$ cat config.mk
export PLATFORM = sky130hd
export DESIGN_NAME = psc_regs
export DESIGN_NICKNAME = d
export VERILOG_FILES = /design/src/rtl/psc_pkg.sv /design/src/rtl/psc_decode.sv /design/src/rtl/psc_setclr.sv /design/src/rtl/psc_hold.sv /design/src/rtl/psc_pulse.sv /design/src/rtl/psc_irq.sv /design/src/rtl/psc_regs.sv
export SDC_FILE = /design/constraint.sdc
export NUM_CORES = 1
export LEC_CHECK = 0
export BUFFER_PORTS_ARGS = -buffer_cell sky130_fd_sc_hd__buf_2
export CAP_MARGIN = 5
export CORE_AREA = 2 2 62 64
export DETAILED_ROUTE_END_ITERATION = 12
export DIE_AREA = 0 0 64 66
export PLACE_DENSITY = 0.89
export SLEW_MARGIN = 40
export SYNTH_ARGS = -nofsm -noshare
export SYNTH_HDL_FRONTEND = slang
export SYNTH_SLANG_ARGS = --single-unit
$ cat constraint.sdc
create_clock -name clk -period 2.4 [get_ports clk]
set_input_delay 0.72 -clock clk [delete_from_list [all_inputs] [get_ports clk]]
set_output_delay 0.72 -clock clk [all_outputs]
set_load 0.05 [all_outputs]
$ cat src/rtl/psc_pkg.sv
// Package: shared register indices and decode type for the set/clear
// register file. Assumes word-aligned registers in a small address window.
package psc_pkg;
    localparam int unsigned IDX_CMD  = 0;   // 0x00 command, write-only
    localparam int unsigned IDX_MODE = 1;   // 0x04 mode, read/write
    localparam int unsigned IDX_STAT = 2;   // 0x08 status, read-only
    localparam int unsigned IDX_IEN  = 3;   // 0x0C mask set, write-only
    localparam int unsigned IDX_IDIS = 4;   // 0x10 mask clear, write-only
    localparam int unsigned IDX_IMSK = 5;   // 0x14 mask value, read-only
    localparam int unsigned IDX_MUPD = 6;   // 0x18 combined set/clear, write-only
    localparam int unsigned CLR_LSB  = 16;  // clear half of the combined register

    typedef struct packed {
        logic cmd;
        logic mode;
        logic stat;
        logic ien;
        logic idis;
        logic imsk;
        logic mupd;
    } psc_sel_t;
endpackage

$ cat src/rtl/psc_decode.sv
// Module: word address decoder. Drops the two byte-lane bits and turns the
// word index into one select per register. Unmapped indices select nothing.
module psc_decode
    import psc_pkg::*;
#(
    parameter int unsigned ADDR_W = 8
) (
    input  logic [ADDR_W-1:0] addr_i,
    output psc_sel_t          sel_o
);
    localparam int unsigned IDX_W = ADDR_W - 2;

    logic [IDX_W-1:0] idx;
    logic [1:0]       unused_lane;

    assign idx         = addr_i[ADDR_W-1:2];
    assign unused_lane = addr_i[1:0];

    // Compare the word index against each register slot.
    always_comb begin
        sel_o      = '0;
        sel_o.cmd  = (idx == IDX_W'(IDX_CMD));
        sel_o.mode = (idx == IDX_W'(IDX_MODE));
        sel_o.stat = (idx == IDX_W'(IDX_STAT));
        sel_o.ien  = (idx == IDX_W'(IDX_IEN));
        sel_o.idis = (idx == IDX_W'(IDX_IDIS));
        sel_o.imsk = (idx == IDX_W'(IDX_IMSK));
        sel_o.mupd = (idx == IDX_W'(IDX_MUPD));
    end
endmodule

$ cat src/rtl/psc_setclr.sv
// Module: bit-wise set/clear register. Each bit is set by a one on set_i and
// cleared by a one on clr_i, and clear wins when both are one. Assumes the
// set and clear vectors are already qualified by the write strobes.
module psc_setclr #(
    parameter int unsigned W = 8
) (
    input  logic         clk,
    input  logic         rst_n,
    input  logic [W-1:0] set_i,
    input  logic [W-1:0] clr_i,
    output logic [W-1:0] q_o
);
    // One flop per bit: apply the set, then the clear.
    for (genvar b = 0; b < W; b++) begin : g_bit
        always_ff @(posedge clk) begin
            if (!rst_n)          q_o[b] <= 1'b0;
            else if (clr_i[b])   q_o[b] <= 1'b0;
            else if (set_i[b])   q_o[b] <= 1'b1;
        end
    end
endmodule

$ cat src/rtl/psc_hold.sv
// Module: plain loadable register that resets to zero. Used for the mode
// field. Assumes we_i is a one-cycle qualified write strobe.
module psc_hold #(
    parameter int unsigned W = 8
) (
    input  logic         clk,
    input  logic         rst_n,
    input  logic         we_i,
    input  logic [W-1:0] d_i,
    output logic [W-1:0] q_o
);
    // Load on write, hold otherwise.
    always_ff @(posedge clk) begin
        if (!rst_n)    q_o <= '0;
        else if (we_i) q_o <= d_i;
    end
endmodule

$ cat src/rtl/psc_pulse.sv
// Module: command pulse generator. A write loads the command bits for one
// cycle, after which the output falls back to zero. Assumes writes are not
// back to back (a bus transfer takes two cycles).
module psc_pulse #(
    parameter int unsigned W = 4
) (
    input  logic         clk,
    input  logic         rst_n,
    input  logic         we_i,
    input  logic [W-1:0] d_i,
    output logic [W-1:0] q_o
);
    // Present the written command bits for a single cycle.
    always_ff @(posedge clk) begin
        if (!rst_n)    q_o <= '0;
        else if (we_i) q_o <= d_i;
        else           q_o <= '0;
    end
endmodule

$ cat src/rtl/psc_irq.sv
// Module: interrupt combiner. ANDs every status bit with its mask bit and
// ORs the results into one request. Purely combinational.
module psc_irq #(
    parameter int unsigned W = 8
) (
    input  logic [W-1:0] sts_i,
    input  logic [W-1:0] mask_i,
    output logic         irq_o
);
    logic [W-1:0] hit;

    for (genvar b = 0; b < W; b++) begin : g_hit
        assign hit[b] = sts_i[b] & mask_i[b];
    end

    // Reduce the per-bit hits to one line.
    always_comb irq_o = |hit;
endmodule

$ cat src/rtl/psc_regs.sv
// Module: top of the set/clear register file. Decodes APB-style word
// accesses, updates the command, mode and mask registers, muxes read data
// and drives the interrupt line. Assumes N_IRQ <= 16 (the combined update
// register splits the word at bit 16) and CMD_W, MODE_W <= 32.
module psc_regs
    import psc_pkg::*;
#(
    parameter int unsigned ADDR_W = 8,
    parameter int unsigned N_IRQ  = 8,
    parameter int unsigned CMD_W  = 4,
    parameter int unsigned MODE_W = 8
) (
    input  logic              clk,
    input  logic              rst_n,
    input  logic              psel,
    input  logic              penable,
    input  logic              pwrite,
    input  logic [ADDR_W-1:0] paddr,
    input  logic [31:0]       pwdata,
    output logic [31:0]       prdata,
    input  logic [N_IRQ-1:0]  sts_i,
    output logic [CMD_W-1:0]  cmd_o,
    output logic [MODE_W-1:0] mode_o,
    output logic              irq_o
);
    localparam int unsigned CLR_MSB = CLR_LSB + N_IRQ - 1;

    psc_sel_t         sel;
    logic             wr;
    logic             rd;
    logic             wr_cmd;
    logic             wr_mode;
    logic             wr_ien;
    logic             wr_idis;
    logic             wr_mupd;
    logic [N_IRQ-1:0] mask;
    logic [N_IRQ-1:0] mask_set;
    logic [N_IRQ-1:0] mask_clr;
    logic             unused_stat_wr;

    psc_decode #(.ADDR_W(ADDR_W)) u_decode (
        .addr_i (paddr),
        .sel_o  (sel)
    );

    assign wr      = psel & penable & pwrite;
    assign rd      = psel & ~pwrite;
    assign wr_cmd  = wr & sel.cmd;
    assign wr_mode = wr & sel.mode;
    assign wr_ien  = wr & sel.ien;
    assign wr_idis = wr & sel.idis;
    assign wr_mupd = wr & sel.mupd;
    // Status and mask readback registers take no writes.
    assign unused_stat_wr = wr & (sel.stat | sel.imsk);

    // Gather the set and clear vectors from the three mask write paths.
    always_comb begin
        mask_set = '0;
        mask_clr = '0;
        if (wr_ien)  mask_set = pwdata[N_IRQ-1:0];
        if (wr_idis) mask_clr = pwdata[N_IRQ-1:0];
        if (wr_mupd) begin
            mask_set = pwdata[N_IRQ-1:0];
            mask_clr = pwdata[CLR_MSB:CLR_LSB];
        end
    end

    psc_setclr #(.W(N_IRQ)) u_mask (
        .clk   (clk),
        .rst_n (rst_n),
        .set_i (mask_set),
        .clr_i (mask_clr),
        .q_o   (mask)
    );

    psc_hold #(.W(MODE_W)) u_mode (
        .clk   (clk),
        .rst_n (rst_n),
        .we_i  (wr_mode),
        .d_i   (pwdata[MODE_W-1:0]),
        .q_o   (mode_o)
    );

    psc_pulse #(.W(CMD_W)) u_cmd (
        .clk   (clk),
        .rst_n (rst_n),
        .we_i  (wr_cmd),
        .d_i   (pwdata[CMD_W-1:0]),
        .q_o   (cmd_o)
    );

    psc_irq #(.W(N_IRQ)) u_irq (
        .sts_i  (sts_i),
        .mask_i (mask),
        .irq_o  (irq_o)
    );

    // Read mux: readable registers zero-extended, everything else zero.
    always_comb begin
        prdata = '0;
        if (rd) begin
            if (sel.mode) prdata = 32'(mode_o);
            if (sel.stat) prdata = 32'(sts_i);
            if (sel.imsk) prdata = 32'(mask);
        end
    end
endmodule

==> impl_results.md <==
- Hold crit path type: reg -> reg
- # DRC: 0
- Maximum buffer depth of the clock tree: 2
- CP Data Required Time: 1680 ps
- Failing checks: negative setup slack
- DR pass1 iterations: 4
- Post-synth top flop: dfxtp_1
- Critical Path Sink Type: output port
- Max Clk Rate: 386 MHz
- Worst reg-to-reg setup slack: 1730 ps
- Die Ht: 66 µm
- Slew Viols, Final: 0
- Unrepaired setup endpoints after global routing: true
- Starting density of the core: 0.407
- Via count: 1464
- Die area: 4220 µm²
- Fin Hold WS: 488 ps
- N_diodes: 0
- WP data arrival: 1870 ps
- CTS tree: done
- PnR worst setup slack: -191 ps
- # setup viols final: 8
- Synth area leader: dfxtp_1
- Maxcap violations: 0
- Leakage: between 0.9 and 1 nW
- Status: complete, but fails checks
- Cell count after synthesis: ~180
- Yosys Warn Count: 0
- Area Overhead vs Synth: 46.1%
- TNS Setup: -1310 ps
- Syn avg cell area: 8.26 µm²
- Peak supply drop: ~0.25 mV
- IO Port Bufs: 55
- Setup CP Type: in -> out
- Sink Count: 20
- Depth of the CTS H-tree: 1
- Final net count: 297
- Synth area leaders: dfxtp_1 (28%), buf_4 (12%), mux2i_1 (11%)
- Drt wl/cell: roughly 14 µm
- Crit Path Max Fanout: 5
- Setup crit start kind: input port
- Dpl ws: -351 ps
- Syn Std Cell Area: 1450 µm²
- Final-report hold violation count: 0
- Synth cell types: 28
- Total track usage: 0.190
- Io pins: 98
- Initial antenna violation count: 0
- Final WL: 3.94 mm
- Root Buffer: clkbuf_4
- Vias in the first global route: 1292
- RePlAce Congestion: 0.866
- Number of synthesized flops with an enable pin: 0
- Cell row count: 22
- Final HPWL DP: 2.99 mm
- Synth Register Bits: 20
- Share of layout cells above drive strength 1: 0.438
- Largest net degree at the start of global routing: 21
- ANT nets after route: 0
- First-pass GRT wire length: 6.22 mm
- Clk_skew: 0 ps
- DR iter-0 viols: 42
- Cts hold-fix bufs: 0
- Max-slew headroom: 0.575
- Fin crit share: 1.08
- Core area: 3550 µm²
- Clk Latency, worst-skew pair: around 300 ps
- FFs w/ async S/R, synth: 0
- Total CTS buffers: 3
- Total gr overflow: 0
- Top-area cell type share of the netlist area: 0.277
- Top cells by count, synth: buf_4 (24), nand2_1 (24), dfxtp_1 (20)
- Seq/Total Area, Yosys: 0.277
- Chip Width: 64 µm
- Vias per cell: 5.05
- Clock transition at path regs: approximately 100 ps
- Least-Margin Pin Slew: 635 ps
- PD cells: 342 nW/µm²
- Post-layout min period: 2590 ps
registers in the layout (all words and copies together) (netlist names):
register	flops
u_cmd.q_o	4
u_mode.q_o	8
u_mask.q_o	8
stage by stage:
| stage | instance area [µm²] | util | total power, W | instances |
|---|---|---|---|---|
| finish | 2110 | 0.595 | 0.000722 | 290 |
| global route | 2110 | 0.595 | 0.000754 | 290 |
| CTS | 2100 | 0.593 | 0.000722 | 289 |
| detailed placement | 1900 | 0.536 | 0.000558 | 284 |
| global placement | 1900 | 0.536 | 0.000555 | 284 |
| floorplan | 1630 | - | 0.000521 | 198 |
per-layer routing:
metal | vias to the layer above | share of wire | track usage
met4 | 0 | 0.018 | 0.0842
li1 | 723 | - | -
met3 | 7 | 0.076 | 0.0221
met5 | - | 0 | 0
met2 | 65 | 0.50 | 0.332
met1 | 669 | 0.41 | 0.234
cell type report:
cell class	instances	area (µm²)
Tap cell	48	60.1
Clock buffer	3	22.5
Fill cell	311	1440
Sequential cell	20	400
Timing Repair Buffer	77	538
Multi-Input combinational cell	142	1090
final timing paths:
| check | cells after the start | from | endpoint |
|---|---|---|---|
| min | 2 | u_mode.q_o[5] | u_mode.q_o[5] |
| min reg2reg | 2 | u_mode.q_o[5] | u_mode.q_o[5] |
| max reg2reg | 2 | u_mask.q_o[3] | u_mask.q_o[3] |
| max | 6 | paddr[6] | prdata[0] |
worst max-delay path, cell delays in order:
cell and delay, ps:
buf_8 110, nor4_4 320, buf_6 190, nand3_4 80, a211oi_4 260, buf_6 190
power by group:
part | internal [W] | leakage, nW | switching (W)
Combinational | 0.0000685 | 0.770 | 0.000166
Clock | 0.0000586 | 0.0138 | 0.0000961
Sequential | 0.000332 | 0.161 | 0.000000505
Total | 0.000459 | 0.945 | 0.000263
cell usage in the layout (no fill, tap or decap):
cell,Yosys,layout
buf_4,24,20
xor2_1,1,1
buf_6,0,10
nand4b_1,1,1
buf_2,4,44
o211ai_1,8,8
and2_1,4,4
nor4_4,1,1
nand2b_1,1,1
nor3b_1,1,1
a2bb2oi_1,8,8
nor2b_1,2,2
conb_1,1,24
clkbuf_4,0,3
nand3_4,1,3
nor3_1,8,2
nor3_2,0,6
and4b_1,1,1
nand2_1,24,24
nor3_4,1,1
buf_12,0,2
and3_1,9,9
a22oi_1,4,4
a211oi_4,0,8
buf_8,0,1
or3_4,0,1
mux2i_1,16,16
nand3b_1,1,1
nand4_1,9,9
nand3_2,0,6
dfxtp_1,20,20
kinds of logic after synthesis:
family / count (synthesis) / synth area share
muxes: 16 / 0.111
AOI/OAI and AO/OA: 28 / 0.152
other: 1 / 0.00259
xor gates and xnor gates: 1 / 0.00606
buffers and inverters: 36 / 0.159
and+or+nand+nor: 73 / 0.292
DFF: 20 / 0.277
what timing repair did:
item,4_1_cts,5_1_grt
endpoints found under the setup margin,8,8
setup buffers,1,1
pin swaps,6,0
cloned,1,0
gates resized for setup,42,0
(Power assumes the default switching activity.)
